## src/rtl/sli_pkg.sv

```systemverilog
`timescale 1ns/1ps
package sli_pkg;

  typedef enum logic [3:0] {
    ST_IDLE,
    ST_SCAN,
    ST_SCAN_LAST,
    ST_DECIDE,
    ST_DIV_GO,
    ST_DIV_WAIT,
    ST_CHECK,
    ST_STEP_S,
    ST_LONG,
    ST_TK_RD,
    ST_TK_CHK,
    ST_ROUND_END
  } sli_state_t;

endpackage

```

## src/rtl/sli_list_mem.sv

```systemverilog
`timescale 1ns/1ps
// One slot list: simple dual-port storage with a registered read,
// shaped so that a block RAM can be inferred.
module sli_list_mem #(
  parameter int CODE_W = 6,
  parameter int DEPTH  = 64,
  parameter int AW     = $clog2(DEPTH)
) (
  input  logic              clk,
  input  logic              we,
  input  logic [AW-1:0]     waddr,
  input  logic [CODE_W-1:0] wdata,
  input  logic [AW-1:0]     raddr,
  output logic [CODE_W-1:0] rdata
);

  logic [CODE_W-1:0] store [DEPTH];

  always_ff @(posedge clk) begin
    if (we) store[waddr] <= wdata;
    rdata <= store[raddr];
  end

endmodule

```

## src/rtl/sli_divider.sv

```systemverilog
`timescale 1ns/1ps
// Restoring divider: one quotient bit per cycle, NUM_W cycles after go.
module sli_divider #(
  parameter int NUM_W = 23,
  parameter int DEN_W = 7
) (
  input  logic             clk,
  input  logic             rst,
  input  logic             go,
  input  logic [NUM_W-1:0] num,
  input  logic [DEN_W-1:0] den,
  output logic             fin,
  output logic [NUM_W-1:0] quo
);

  localparam int STEP_W = $clog2(NUM_W + 1);

  logic [DEN_W-1:0]  rem_q;
  logic [DEN_W-1:0]  den_q;
  logic [STEP_W-1:0] left_q;
  logic              run_q;
  logic [DEN_W:0]    shifted;
  logic [DEN_W:0]    diff;
  logic              fits;

  assign shifted = {rem_q, quo[NUM_W-1]};
  assign diff    = shifted - {1'b0, den_q};
  assign fits    = ~diff[DEN_W];

  always_ff @(posedge clk) begin
    if (rst) begin
      rem_q  <= '0;
      den_q  <= '0;
      left_q <= '0;
      run_q  <= 1'b0;
      fin    <= 1'b0;
      quo    <= '0;
    end else begin
      fin <= 1'b0;
      if (go && !run_q) begin
        quo    <= num;
        den_q  <= den;
        rem_q  <= '0;
        left_q <= STEP_W'(NUM_W);
        run_q  <= 1'b1;
      end else if (run_q) begin
        if (fits) begin
          rem_q <= diff[DEN_W-1:0];
          quo   <= {quo[NUM_W-2:0], 1'b1};
        end else begin
          rem_q <= shifted[DEN_W-1:0];
          quo   <= {quo[NUM_W-2:0], 1'b0};
        end
        left_q <= left_q - STEP_W'(1);
        if (left_q == STEP_W'(1)) begin
          run_q <= 1'b0;
          fin   <= 1'b1;
        end
      end
    end
  end

  AST_DIV_DEN_NONZERO: assert property (@(posedge clk) disable iff (rst)
    (go && !run_q) |-> (den != '0));

endmodule

```

## src/rtl/slot_interleaver.sv

```systemverilog
`timescale 1ns/1ps
module slot_interleaver import sli_pkg::*; #(
  parameter int CODE_W = 6,
  parameter int DEPTH  = 64,
  parameter int CREDIT = 100000
) (
  input  logic                     clk,
  input  logic                     rst,
  input  logic                     wr_en,
  input  logic                     wr_sel,
  input  logic [$clog2(DEPTH)-1:0] wr_idx,
  input  logic [CODE_W-1:0]        wr_code,
  input  logic                     start,
  output logic                     busy,
  output logic                     done,
  output logic                     error,
  output logic                     out_valid,
  output logic [CODE_W-1:0]        out_code
);

  localparam int AW    = $clog2(DEPTH);
  localparam int CW    = $clog2(DEPTH + 1);
  localparam int NUM_W = $clog2(CREDIT * DEPTH + 1);
  localparam int SW    = NUM_W + 2;
  localparam logic [CODE_W-1:0]    EMPTY     = '1;
  localparam logic [AW-1:0]        LAST_ADDR = AW'(DEPTH - 1);
  localparam logic signed [SW-1:0] CREDIT_S  = SW'(CREDIT);

  sli_state_t st_q;

  logic [AW-1:0]        scan_addr_q;
  logic                 scan_pend_q;
  logic [CW-1:0]        cnt_old_q, cnt_new_q;
  logic [CW-1:0]        rem_s_q, rem_l_q;
  logic [AW-1:0]        ptr_q [2];
  logic                 short_new_q;
  logic                 take_long_q;
  logic                 act_q;
  logic signed [SW-1:0] score_q;
  logic [NUM_W-1:0]     tgt_q;

  logic                 tk_list;
  logic [CODE_W-1:0]    cur_data;
  logic                 clr_we;
  logic                 score_pos;
  logic                 new_longer;

  logic                 mem_we    [2];
  logic [AW-1:0]        mem_waddr [2];
  logic [CODE_W-1:0]    mem_wdata [2];
  logic [AW-1:0]        mem_raddr [2];
  logic [CODE_W-1:0]    mem_rdata [2];

  logic                 div_go;
  logic                 div_fin;
  logic [NUM_W-1:0]     div_num;
  logic [NUM_W-1:0]     div_quo;

  // physical list being taken from: 1 = new list
  assign tk_list    = take_long_q ? ~short_new_q : short_new_q;
  assign cur_data   = mem_rdata[tk_list];
  assign clr_we     = (st_q == ST_TK_CHK) && (cur_data != EMPTY);
  assign score_pos  = !score_q[SW-1] && (score_q != '0);
  assign new_longer = cnt_new_q > cnt_old_q;

  for (genvar g = 0; g < 2; g++) begin : g_list
    assign mem_we[g]    = busy ? (clr_we && (tk_list == 1'(g)))
                               : (wr_en && (wr_sel == 1'(g)));
    assign mem_waddr[g] = busy ? ptr_q[g] : wr_idx;
    assign mem_wdata[g] = busy ? EMPTY : wr_code;
    assign mem_raddr[g] = (st_q == ST_SCAN) ? scan_addr_q : ptr_q[g];

    sli_list_mem #(
      .CODE_W (CODE_W),
      .DEPTH  (DEPTH),
      .AW     (AW)
    ) u_mem (
      .clk   (clk),
      .we    (mem_we[g]),
      .waddr (mem_waddr[g]),
      .wdata (mem_wdata[g]),
      .raddr (mem_raddr[g]),
      .rdata (mem_rdata[g])
    );
  end

  assign div_go  = (st_q == ST_DIV_GO) && (rem_l_q != '0);
  assign div_num = NUM_W'(CREDIT) * NUM_W'(rem_s_q);

  sli_divider #(
    .NUM_W (NUM_W),
    .DEN_W (CW)
  ) u_div (
    .clk (clk),
    .rst (rst),
    .go  (div_go),
    .num (div_num),
    .den (rem_l_q),
    .fin (div_fin),
    .quo (div_quo)
  );

  always_ff @(posedge clk) begin
    if (rst) begin
      st_q        <= ST_IDLE;
      busy        <= 1'b0;
      done        <= 1'b0;
      error       <= 1'b0;
      out_valid   <= 1'b0;
      out_code    <= EMPTY;
      scan_addr_q <= '0;
      scan_pend_q <= 1'b0;
      cnt_old_q   <= '0;
      cnt_new_q   <= '0;
      rem_s_q     <= '0;
      rem_l_q     <= '0;
      ptr_q[0]    <= '0;
      ptr_q[1]    <= '0;
      short_new_q <= 1'b0;
      take_long_q <= 1'b0;
      act_q       <= 1'b0;
      score_q     <= '0;
      tgt_q       <= '0;
    end else begin
      out_valid <= 1'b0;
      unique case (st_q)
        ST_IDLE: begin
          if (start) begin
            busy        <= 1'b1;
            done        <= 1'b0;
            error       <= 1'b0;
            scan_addr_q <= '0;
            scan_pend_q <= 1'b0;
            cnt_old_q   <= '0;
            cnt_new_q   <= '0;
            ptr_q[0]    <= '0;
            ptr_q[1]    <= '0;
            score_q     <= '0;
            act_q       <= 1'b0;
            st_q        <= ST_SCAN;
          end
        end
        ST_SCAN: begin
          scan_pend_q <= 1'b1;
          if (scan_pend_q) begin
            cnt_old_q <= cnt_old_q + CW'(mem_rdata[0] != EMPTY);
            cnt_new_q <= cnt_new_q + CW'(mem_rdata[1] != EMPTY);
          end
          scan_addr_q <= scan_addr_q + AW'(1);
          if (scan_addr_q == LAST_ADDR) st_q <= ST_SCAN_LAST;
        end
        ST_SCAN_LAST: begin
          cnt_old_q   <= cnt_old_q + CW'(mem_rdata[0] != EMPTY);
          cnt_new_q   <= cnt_new_q + CW'(mem_rdata[1] != EMPTY);
          scan_pend_q <= 1'b0;
          st_q        <= ST_DECIDE;
        end
        ST_DECIDE: begin
          short_new_q <= !new_longer;
          rem_s_q     <= new_longer ? cnt_old_q : cnt_new_q;
          rem_l_q     <= new_longer ? cnt_new_q : cnt_old_q;
          st_q        <= ST_DIV_GO;
        end
        ST_DIV_GO: begin
          if (rem_l_q == '0) begin
            tgt_q <= '0;
            st_q  <= ST_CHECK;
          end else begin
            st_q <= ST_DIV_WAIT;
          end
        end
        ST_DIV_WAIT: begin
          if (div_fin) begin
            tgt_q <= div_quo;
            st_q  <= ST_CHECK;
          end
        end
        ST_CHECK: begin
          if (rem_s_q == '0 && rem_l_q == '0) begin
            busy <= 1'b0;
            done <= 1'b1;
            st_q <= ST_IDLE;
          end else begin
            act_q <= 1'b0;
            st_q  <= ST_STEP_S;
          end
        end
        ST_STEP_S: begin
          if (rem_s_q != '0) begin
            take_long_q <= 1'b0;
            st_q        <= ST_TK_RD;
          end else begin
            st_q <= ST_LONG;
          end
        end
        ST_LONG: begin
          if (rem_l_q != '0 && score_pos) begin
            take_long_q <= 1'b1;
            st_q        <= ST_TK_RD;
          end else begin
            st_q <= ST_ROUND_END;
          end
        end
        ST_TK_RD: st_q <= ST_TK_CHK;
        ST_TK_CHK: begin
          ptr_q[tk_list] <= ptr_q[tk_list] + AW'(1);
          if (cur_data != EMPTY) begin
            out_valid <= 1'b1;
            out_code  <= cur_data;
            act_q     <= 1'b1;
            if (take_long_q) begin
              rem_l_q <= rem_l_q - CW'(1);
              score_q <= score_q - $signed({2'b00, tgt_q});
            end else begin
              rem_s_q <= rem_s_q - CW'(1);
              score_q <= score_q + CREDIT_S;
            end
            st_q <= ST_LONG;
          end else begin
            st_q <= ST_TK_RD;
          end
        end
        ST_ROUND_END: begin
          if (!act_q) begin
            busy  <= 1'b0;
            error <= 1'b1;
            st_q  <= ST_IDLE;
          end else begin
            st_q <= ST_CHECK;
          end
        end
        default: st_q <= ST_IDLE;
      endcase
    end
  end

  AST_OUT_NOT_EMPTY: assert property (@(posedge clk) disable iff (rst)
    out_valid |-> (out_code != EMPTY) && busy);

  AST_PTR_NO_WRAP: assert property (@(posedge clk) disable iff (rst)
    (st_q == ST_TK_CHK && cur_data == EMPTY) |-> (ptr_q[tk_list] != LAST_ADDR));

  AST_DONE_EXHAUSTED: assert property (@(posedge clk) disable iff (rst)
    $rose(done) |-> (rem_s_q == '0) && (rem_l_q == '0));

  AST_DONE_NOT_ERR: assert property (@(posedge clk) disable iff (rst)
    done |-> !error);

  AST_ERR_SILENT: assert property (@(posedge clk) disable iff (rst)
    error |=> !out_valid);

  AST_DIV_EXACT: assert property (@(posedge clk) disable iff (rst)
    (st_q == ST_DIV_WAIT && div_fin) |->
      (64'(div_quo) * 64'(rem_l_q) <= 64'(div_num)) &&
      (64'(div_num) < (64'(div_quo) + 64'd1) * 64'(rem_l_q)));

  AST_BUSY_IN_DIV: assert property (@(posedge clk) disable iff (rst)
    (st_q == ST_DIV_WAIT) |-> busy);

endmodule

```

## config.mk

```make
export PLATFORM = sky130hd
export DESIGN_NAME = slot_interleaver
export DESIGN_NICKNAME = d
export VERILOG_FILES = /design/src/rtl/sli_pkg.sv /design/src/rtl/sli_list_mem.sv /design/src/rtl/sli_divider.sv /design/src/rtl/slot_interleaver.sv
export SDC_FILE = /design/constraint.sdc
export NUM_CORES = 2
export LEC_CHECK = 0
export BUFFER_PORTS_ARGS = -buffer_cell sky130_fd_sc_hd__buf_2
export CAP_MARGIN = 20
export CORE_MARGIN = 2
export CORE_UTILIZATION = 60
export CTS_BUF_LIST = sky130_fd_sc_hd__clkbuf_16
export DETAILED_ROUTE_END_ITERATION = 8
export GPL_TIMING_DRIVEN = 0
export PLACE_DENSITY = 0.76
export SYNTH_ARGS = -nofsm -noshare
export SYNTH_HDL_FRONTEND = slang
export SYNTH_SLANG_ARGS = --single-unit
```

## constraint.sdc

```tcl
create_clock -name clk -period 4.5 [get_ports clk]
set_input_delay 0.9 -clock clk [delete_from_list [all_inputs] [get_ports clk]]
set_output_delay 0.9 -clock clk [all_outputs]
set_load 0.03 [all_outputs]
```

Yosys cells after proc, flatten, opt, wreduce, memory -nomap -nowiden --
Memory sizes are Yosys's and may differ from the RTL's. A register that Yosys moved wholly into a read port is not among the register bits. Cells that the tools add are included.
Storage, ports and cells: flip-flop bits (word level) 144, RAM bits 780, output and inout bits 10, word-level logic and storage cells 214, memories kept 3
Cells by class: add/subtract/negate cells 10, $mul 1, magnitude comparators 2, equality and inequality tests 29, muxes and demuxes 88, bitwise logic cells 8, reduce and logical (&&, ||, !) cells 48
Memory list:
- g_list[0].u_mem.store | depth 64, width 6, rd ports 1, clocked after memory_dff 1, wr ports 1, RTL line sli_list_mem.sv:17 | logic [CODE_W-1:0] store [DEPTH];
- g_list[1].u_mem.store | depth 64, width 6, rd ports 1, clocked after memory_dff 1, wr ports 1, RTL line sli_list_mem.sv:17
- ptr_q | depth 2, width 6, rd ports 3, clocked after memory_dff 0, wr ports 2, RTL line slot_interleaver.sv:35 | logic [AW-1:0] ptr_q [2];
Operators by type and width (number):
- 23-bit 2-to-1 mux | 4
- 25-bit 2-to-1 mux | 3
- 6-bit 2-to-1 mux | 12
- 7-bit 2-to-1 mux | 10
- 25-bit case mux with 2 select lines | 1
- 4-bit case mux with 12 select lines | 1
- 23-bit case mux with 2 select lines | 1
- 7-bit case mux with 3 select lines | 2
- 1-bit 2-to-1 mux | 36
- 7-bit case mux with 2 select lines | 2
- 3-bit AND reduction | 9
- 25-bit by 18-bit adder with 25-bit output (second input constant) | 1
- 25-bit nonzero test | 1
- 25-bit by 24-bit subtractor with 25-bit output | 1
- 12-bit by 7-bit multiplier with 18-bit output (first input constant) | 1
- 2-bit inequality test (second input constant) | 9
- 6-bit inequality test (second input constant) | 3
- 4-bit by 3-bit == test with 1-bit output (second input constant) | 4
- 4-bit == test (second input constant) | 4
- 2-bit nonzero test | 8
- 7-bit by 1-bit adder with 7-bit output | 2
- 7-bit zero test | 2
- 7-bit nonzero test | 2
- 7-bit by 1-bit subtractor with 7-bit output (second input constant) | 2
- other kinds (29) | 65

Longest topological paths before layout --
word-level depth 12, depth in mapped cells 17

By module --
Synthesis repeated with hierarchy kept, for this count alone.
Unflattened totals: cells, all modules 2885, area total of the unflattened synthesis 41571.1 um^2
By module, submodules not included:
- sli_list_mem (g_list[1].u_mem) | times used 1, cells an instance 720, area an instance 15225.9 um^2, sequential area each 11651.2 um^2
- sli_list_mem (g_list[0].u_mem) | times used 1, cells an instance 729, area an instance 15205.8 um^2, sequential area each 11651.2 um^2
- slot_interleaver | times used 1, cells an instance 1170, area an instance 8917.3 um^2, sequential area each 2362.3 um^2
- sli_divider | times used 1, cells an instance 266, area an instance 2222.1 um^2, sequential area each 880.8 um^2

Worst setup path after synthesis --
Ideal clock, no wire load.
kind register -> register, from register rem_s_q[2], to register u_div.quo[22], library setup time 128 ps, arrival 3598 ps, required time 4372 ps, slack 775 ps, stages on the path, launching flop included 17, cell sequence dfxtp_1 > inv_1 > ha_1 > inv_1 > fa_1 > inv_1 > fa_1 > ha_1 > ha_1 > o21ai_0 > o211ai_1 > nand2_1 > a31o_2 > o21ai_0 > xnor2_1 > a221oi_1 > nor2_1
On the way: cells in the longest elaborated chain, start to end 2
RTL lines:
- from (decl) | RTL line slot_interleaver.sv:34 | logic [CW-1:0] rem_s_q, rem_l_q;
- from (signal assigned) | RTL line slot_interleaver.sv:160 | rem_s_q <= new_longer ? cnt_old_q : cnt_new_q;
- from (signal assigned) | RTL line slot_interleaver.sv:215 | rem_s_q <= rem_s_q - CW'(1);
- 12-bit by 7-bit multiplier with 18-bit output | RTL line slot_interleaver.sv:88 | assign div_num = NUM_W'(CREDIT) * NUM_W'(rem_s_q);
- 23-bit 2-to-1 mux | RTL line sli_divider.sv:40 | if (go && !run_q) begin
- to (signal assigned) | RTL line sli_divider.sv:41 | quo <= num;
- to (signal assigned) | RTL line sli_divider.sv:49 | quo <= {quo[NUM_W-2:0], 1'b1};
- to (signal assigned) | RTL line sli_divider.sv:52 | quo <= {quo[NUM_W-2:0], 1'b0};
- to (decl) | RTL line sli_divider.sv:13 | output logic [NUM_W-1:0] quo
Every way passes these cells. A chain may end at the register's enable or synchronous reset.

Final worst setup path --
Same ends and word-level chain as after synthesis.

==> results.md <==
Status:
- The flow ran to the end, and the final reports show no timing, DRC or antenna violations.

Clock tree:
- In this run the clock root is driven by a sky130_fd_sc_hd__clkbuf_16.
- The quantity of hold-fixing buffers added after cts is 0.
- Counting every sink on the clock net gives 936.
- The H-tree depth is 3.
- Clock-pin slew was measured on the worst setup and hold paths at 0.06 ns.
- In this run the post-CTS setup repair buffer count came out at 0.
- The buffer levels on the longest clock path is 3.
- The number of gates given a new drive strength after cts is 0.
- TritonCTS built the clock tree.
- The later pin in the worst-skew pair is clocked with a latency of 0.67 ns.
- The clock buffer count from CTS is 93.

Pwr:
- The worst-case IR drop observed on VDD is 0.400 mV.
- Of the total power, combinational logic draws 0.169.
- The switching power share of the total is 0.272.
- The share of total power dissipated in sequential elements is 0.462.
- The internal power component is 15.5 mW.
- In this run the power spent charging and discharging nets is 5.79 mW.
- After layout, the design draws a total of 21.3 mW.
- Of the total power, the clock network draws 0.369.
- In this run the power density over the cells is 470 mW/mm2.
- The leakage component of the power is 15.2 nW.

Route:
- The via count is 25900.
- For this run, design rule violations remaining after detail routing come to 0.
- The detail route stage leaves a number of antenna-violating nets equal to 0.
- The wire length per cell is 27.2 um.
- After detailed routing, the number of vias per cell comes to 6.67.
- The final wirelength is 106 mm.
- The detailed router finished its first iteration with 3469 violations.
- The pre-antenna-repair detailed-routing pass consisted of 8 iterations.

Floorplanning:
- The area inside the core boundary is 0.0673 mm2.
- The floorplan step set the die height to 265 um.
- For this configuration, the core starts out at a cell density of 0.607.
- The die outline area is 0.0701 mm2.
- The floorplan has 95 rows.
- The floorplan step set the die width to 265 um.
- In this run the count of I/O pins placed on the die edge is 27.

Synth:
- The share of synthesized area in the top cell type comes to 0.574.
- The synthesized design contains 936 register bits.
- The per-instance average area after synthesis is 14.6 um2.
- The synthesis warning total is 0.
- The portion of the post-synthesis area used by sequential elements is 0.650.
- The post-synthesis cell type with the largest combined area is sky130_fd_sc_hd__edfxtp_1.
- Synthesis handed over a netlist of 2802 instances.
- Counting flops with a built-in enable in the synthesized netlist gives 780.
- By area the synthesized netlist is led by sky130_fd_sc_hd__edfxtp_1 57%, sky130_fd_sc_hd__mux4_2 11%, sky130_fd_sc_hd__dfxtp_1 7.7%.
- The commonest cells after synthesis are 780 x sky130_fd_sc_hd__edfxtp_1, 330 x sky130_fd_sc_hd__nor2_1, 192 x sky130_fd_sc_hd__mux4_2.
- The library cell with the highest instance count after synthesis is sky130_fd_sc_hd__edfxtp_1.
- The async set-or-reset flop fraction in the synthesized netlist is 0.
- The count of cell types in the netlist is 78.
- For this run, the leading register cell type out of synthesis is sky130_fd_sc_hd__edfxtp_1.
- Summing every instance area after synthesis gives 0.0408 mm2.
- Counting every net in the synthesized netlist gives 2930.

GRT:
- The pin count of the biggest net entering global routing is 89.
- For this run, the total global-route usage over all layers was measured as 0.303.
- The overall overflow remaining after global route is 0.
- The number of global-route vias before repair is 25600.
- The number of antenna violations at the first check in global routing was 6.
- The first global-routing pass estimated 159 mm of wire.

Timing:
- After routing, the total negative slack on setup checks comes to 0 ns.
- The final hold violation count is 0.
- Setup repair after global routing left no endpoint under its margin.
- The slack of the critical path is 0.263 ns.
- The headroom to the max-slew limit is 0.260.
- For the pin with the worst max-slew slack, the measured transition is 1.08 ns.
- The routed design could run at a clock period as short as 4.24 ns.
- The worst setup skew after layout is 0.0296 ns.
- The max-slew violation count was 0.
- The final clock period utilization by the worst path is 0.942.
- Setup violations remaining at the end of the flow were counted as 0.
- Derived from the worst setup path, the maximum achievable clock frequency is 236 MHz.

Setup path:
- In this run the critical register-to-register path is launched from rem_s_q[2].
- The depth of the worst register-to-register path is 16.
- The capturing element type of the critical path is a register.
- The maximum fanout along the worst path is 7.
- Walking the worst path, the cells encountered are inv_1, ha_1, inv_1, fa_1, inv_1, fa_1, ha_1, ha_1, o21ai_0, o211ai_1, nand2_1, a31o_2, o21ai_0, xnor2_1, a221oi_1, nor2_1.
- The biggest cell delay along the critical path is 0.47 ns.
- The launching element of the worst setup path is rem_s_q[2].
- STA puts the critical path data required time at 5.00 ns.
- The critical path arrival is 4.74 ns.
- The startpoint type of the worst setup path is a register.
- The endpoint identified for the worst register-to-register timing path is u_div.quo[22].
- The worst setup path is of the register to register kind.
- The largest individual stage delay along the critical path comes from the cell sky130_fd_sc_hd__fa_1.
- In this run the worst setup path terminates at u_div.quo[22].
- In this run the register-to-register setup slack is 0.26 ns.

Worst hold path:
- The class of the most critical hold timing path is register to register.

Placement:
- The routability congestion estimate from global placement is 0.962.
- OpenSTA, run right after detailed placement, puts the worst setup slack at 0.182 ns.
- During placement, the flow inserted port buffers numbering 26.
- Detailed placement ended at an HPWL of 70.3 mm.

Final layout:
- The core occupancy in the finished layout is 0.674.
- At the end of the flow, the number of nets in the layout was 3058.
- The layout cell share with drive strength beyond 1 is 0.150.
- The post-synthesis to final-layout area growth is 11.0%.
- Fill cells in the final layout number 4440.

Flow run:
- Max-cap violations in this run came to 0.
-- kinds of logic after synthesis --
logic type | Yosys count | synth area share
DFF | 936 | 0.650
and+or+nand+nor | 786 | 0.0882
AOI/OAI and AO/OA | 485 | 0.0777
muxes | 218 | 0.112
buffers and inverters | 204 | 0.0221
adders and majority gates | 111 | 0.0357
xor gates and xnor gates | 62 | 0.0135
-- per-stage QoR --
stage                     cells  cell area [um2]  hold WS [ns]
after floorplan            2802            40800         0.432
final                      3886            45300         0.456
after CTS                  3883            45300         0.456
after global placement     3701            42000         0.447
after detailed placement   3708            42200         0.447
after global routing       3884            45300         0.467
-- cell type report --
class	count	area (um2)	area share
Antenna cell	3	7.51	0.000166
Multi-Input combinational cell	1662	13400	0.295
Inverter	84	315	0.00696
Buffer	120	588	0.0130
Clock inverter	82	768	0.0169
Sequential cell	936	26500	0.586
Tap cell	873	1090	0.0241
Timing Repair Buffer	33	295	0.00651
Clock buffer	93	2330	0.0513
-- per-layer routing --
metal | part of all wire | up-vias | global-route usage | wire length [um]
li1 | - | 11200 | - | -
met1 | 0.38 | 12900 | 0.414 | 40500
met2 | 0.48 | 1540 | 0.485 | 50400
met3 | 0.10 | 255 | 0.0616 | 10700
met4 | 0.038 | 6 | 0.115 | 4000
met5 | 0.00035 | - | 0 | 37
-- worst max-delay path, delay by kind of cell, from the launching register on --
kind / cells / cell delay (ns)
buffers and inverters: 3 / 0.22
DFF: 1 / 0.41
xor gates and xnor gates: 1 / 0.20
AOI/OAI and AO/OA: 5 / 1.21
and+or+nand+nor: 2 / 0.16
adders and majority gates: 5 / 1.87
-- sequential cells by signal, summed over array words and instances (netlist names), 4 cells and up --
register,cells
rem_s_q,7
u_div.left_q,5
st_q,4
cnt_old_q,7
u_div.rem_q,7
ptr_q,12
out_code,6
u_div.quo,23
score_q,25
g_list.u_mem.store,768
g_list.u_mem.rdata,12
u_div.den_q,7
cnt_new_q,7
rem_l_q,7
tgt_q,23
scan_addr_q,6
-- cell usage in the layout (no fill, tap or decap), drive strengths merged, types with 12 or more instances in the layout --
cell,synthesis,final
nand3,54,54
nand2,190,190
nand2b,16,16
and3,15,15
a22oi,101,101
ha,102,102
a21oi,157,157
edfxtp,780,780
o21ai,72,72
xor2,18,18
dfxtp,156,156
a21o,16,16
buf,56,89
nand4,39,39
nor2b,14,14
clkbuf,64,157
a31oi,19,19
inv,83,106
or3,12,12
a211oi,19,19
mux4,192,192
nor2,331,331
nor3,38,38
or2,35,35
xnor2,44,44
clkinv,1,43
mux2i,22,22
-- power by group through the flow --
stage | logic [mW] | registers (mW) | clock network, mW
5_1_grt | 3.79 | 9.83 | 8.21
2_1_floorplan | 2.38 | 9.99 | 0
4_1_cts | 3.55 | 9.82 | 7.89
6_report | 3.60 | 9.83 | 7.86
3_3_place_gp | 3.35 | 10.0 | 0
3_5_place_dp | 3.51 | 10.0 | 0
-- worst min-delay path by stage --
stage | endpoint | start | cells after the start
final | u_div.den_q[3] | u_div.den_q[3] | 2
after detailed placement | tgt_q[20] | tgt_q[20] | 2
after floorplan | tgt_q[10] | tgt_q[10] | 2
after CTS | u_div.den_q[3] | u_div.den_q[3] | 2
after global routing | tgt_q[20] | tgt_q[20] | 2
after global placement | tgt_q[21] | tgt_q[21] | 2
Note: power is estimated with default switching activity, not from simulation.
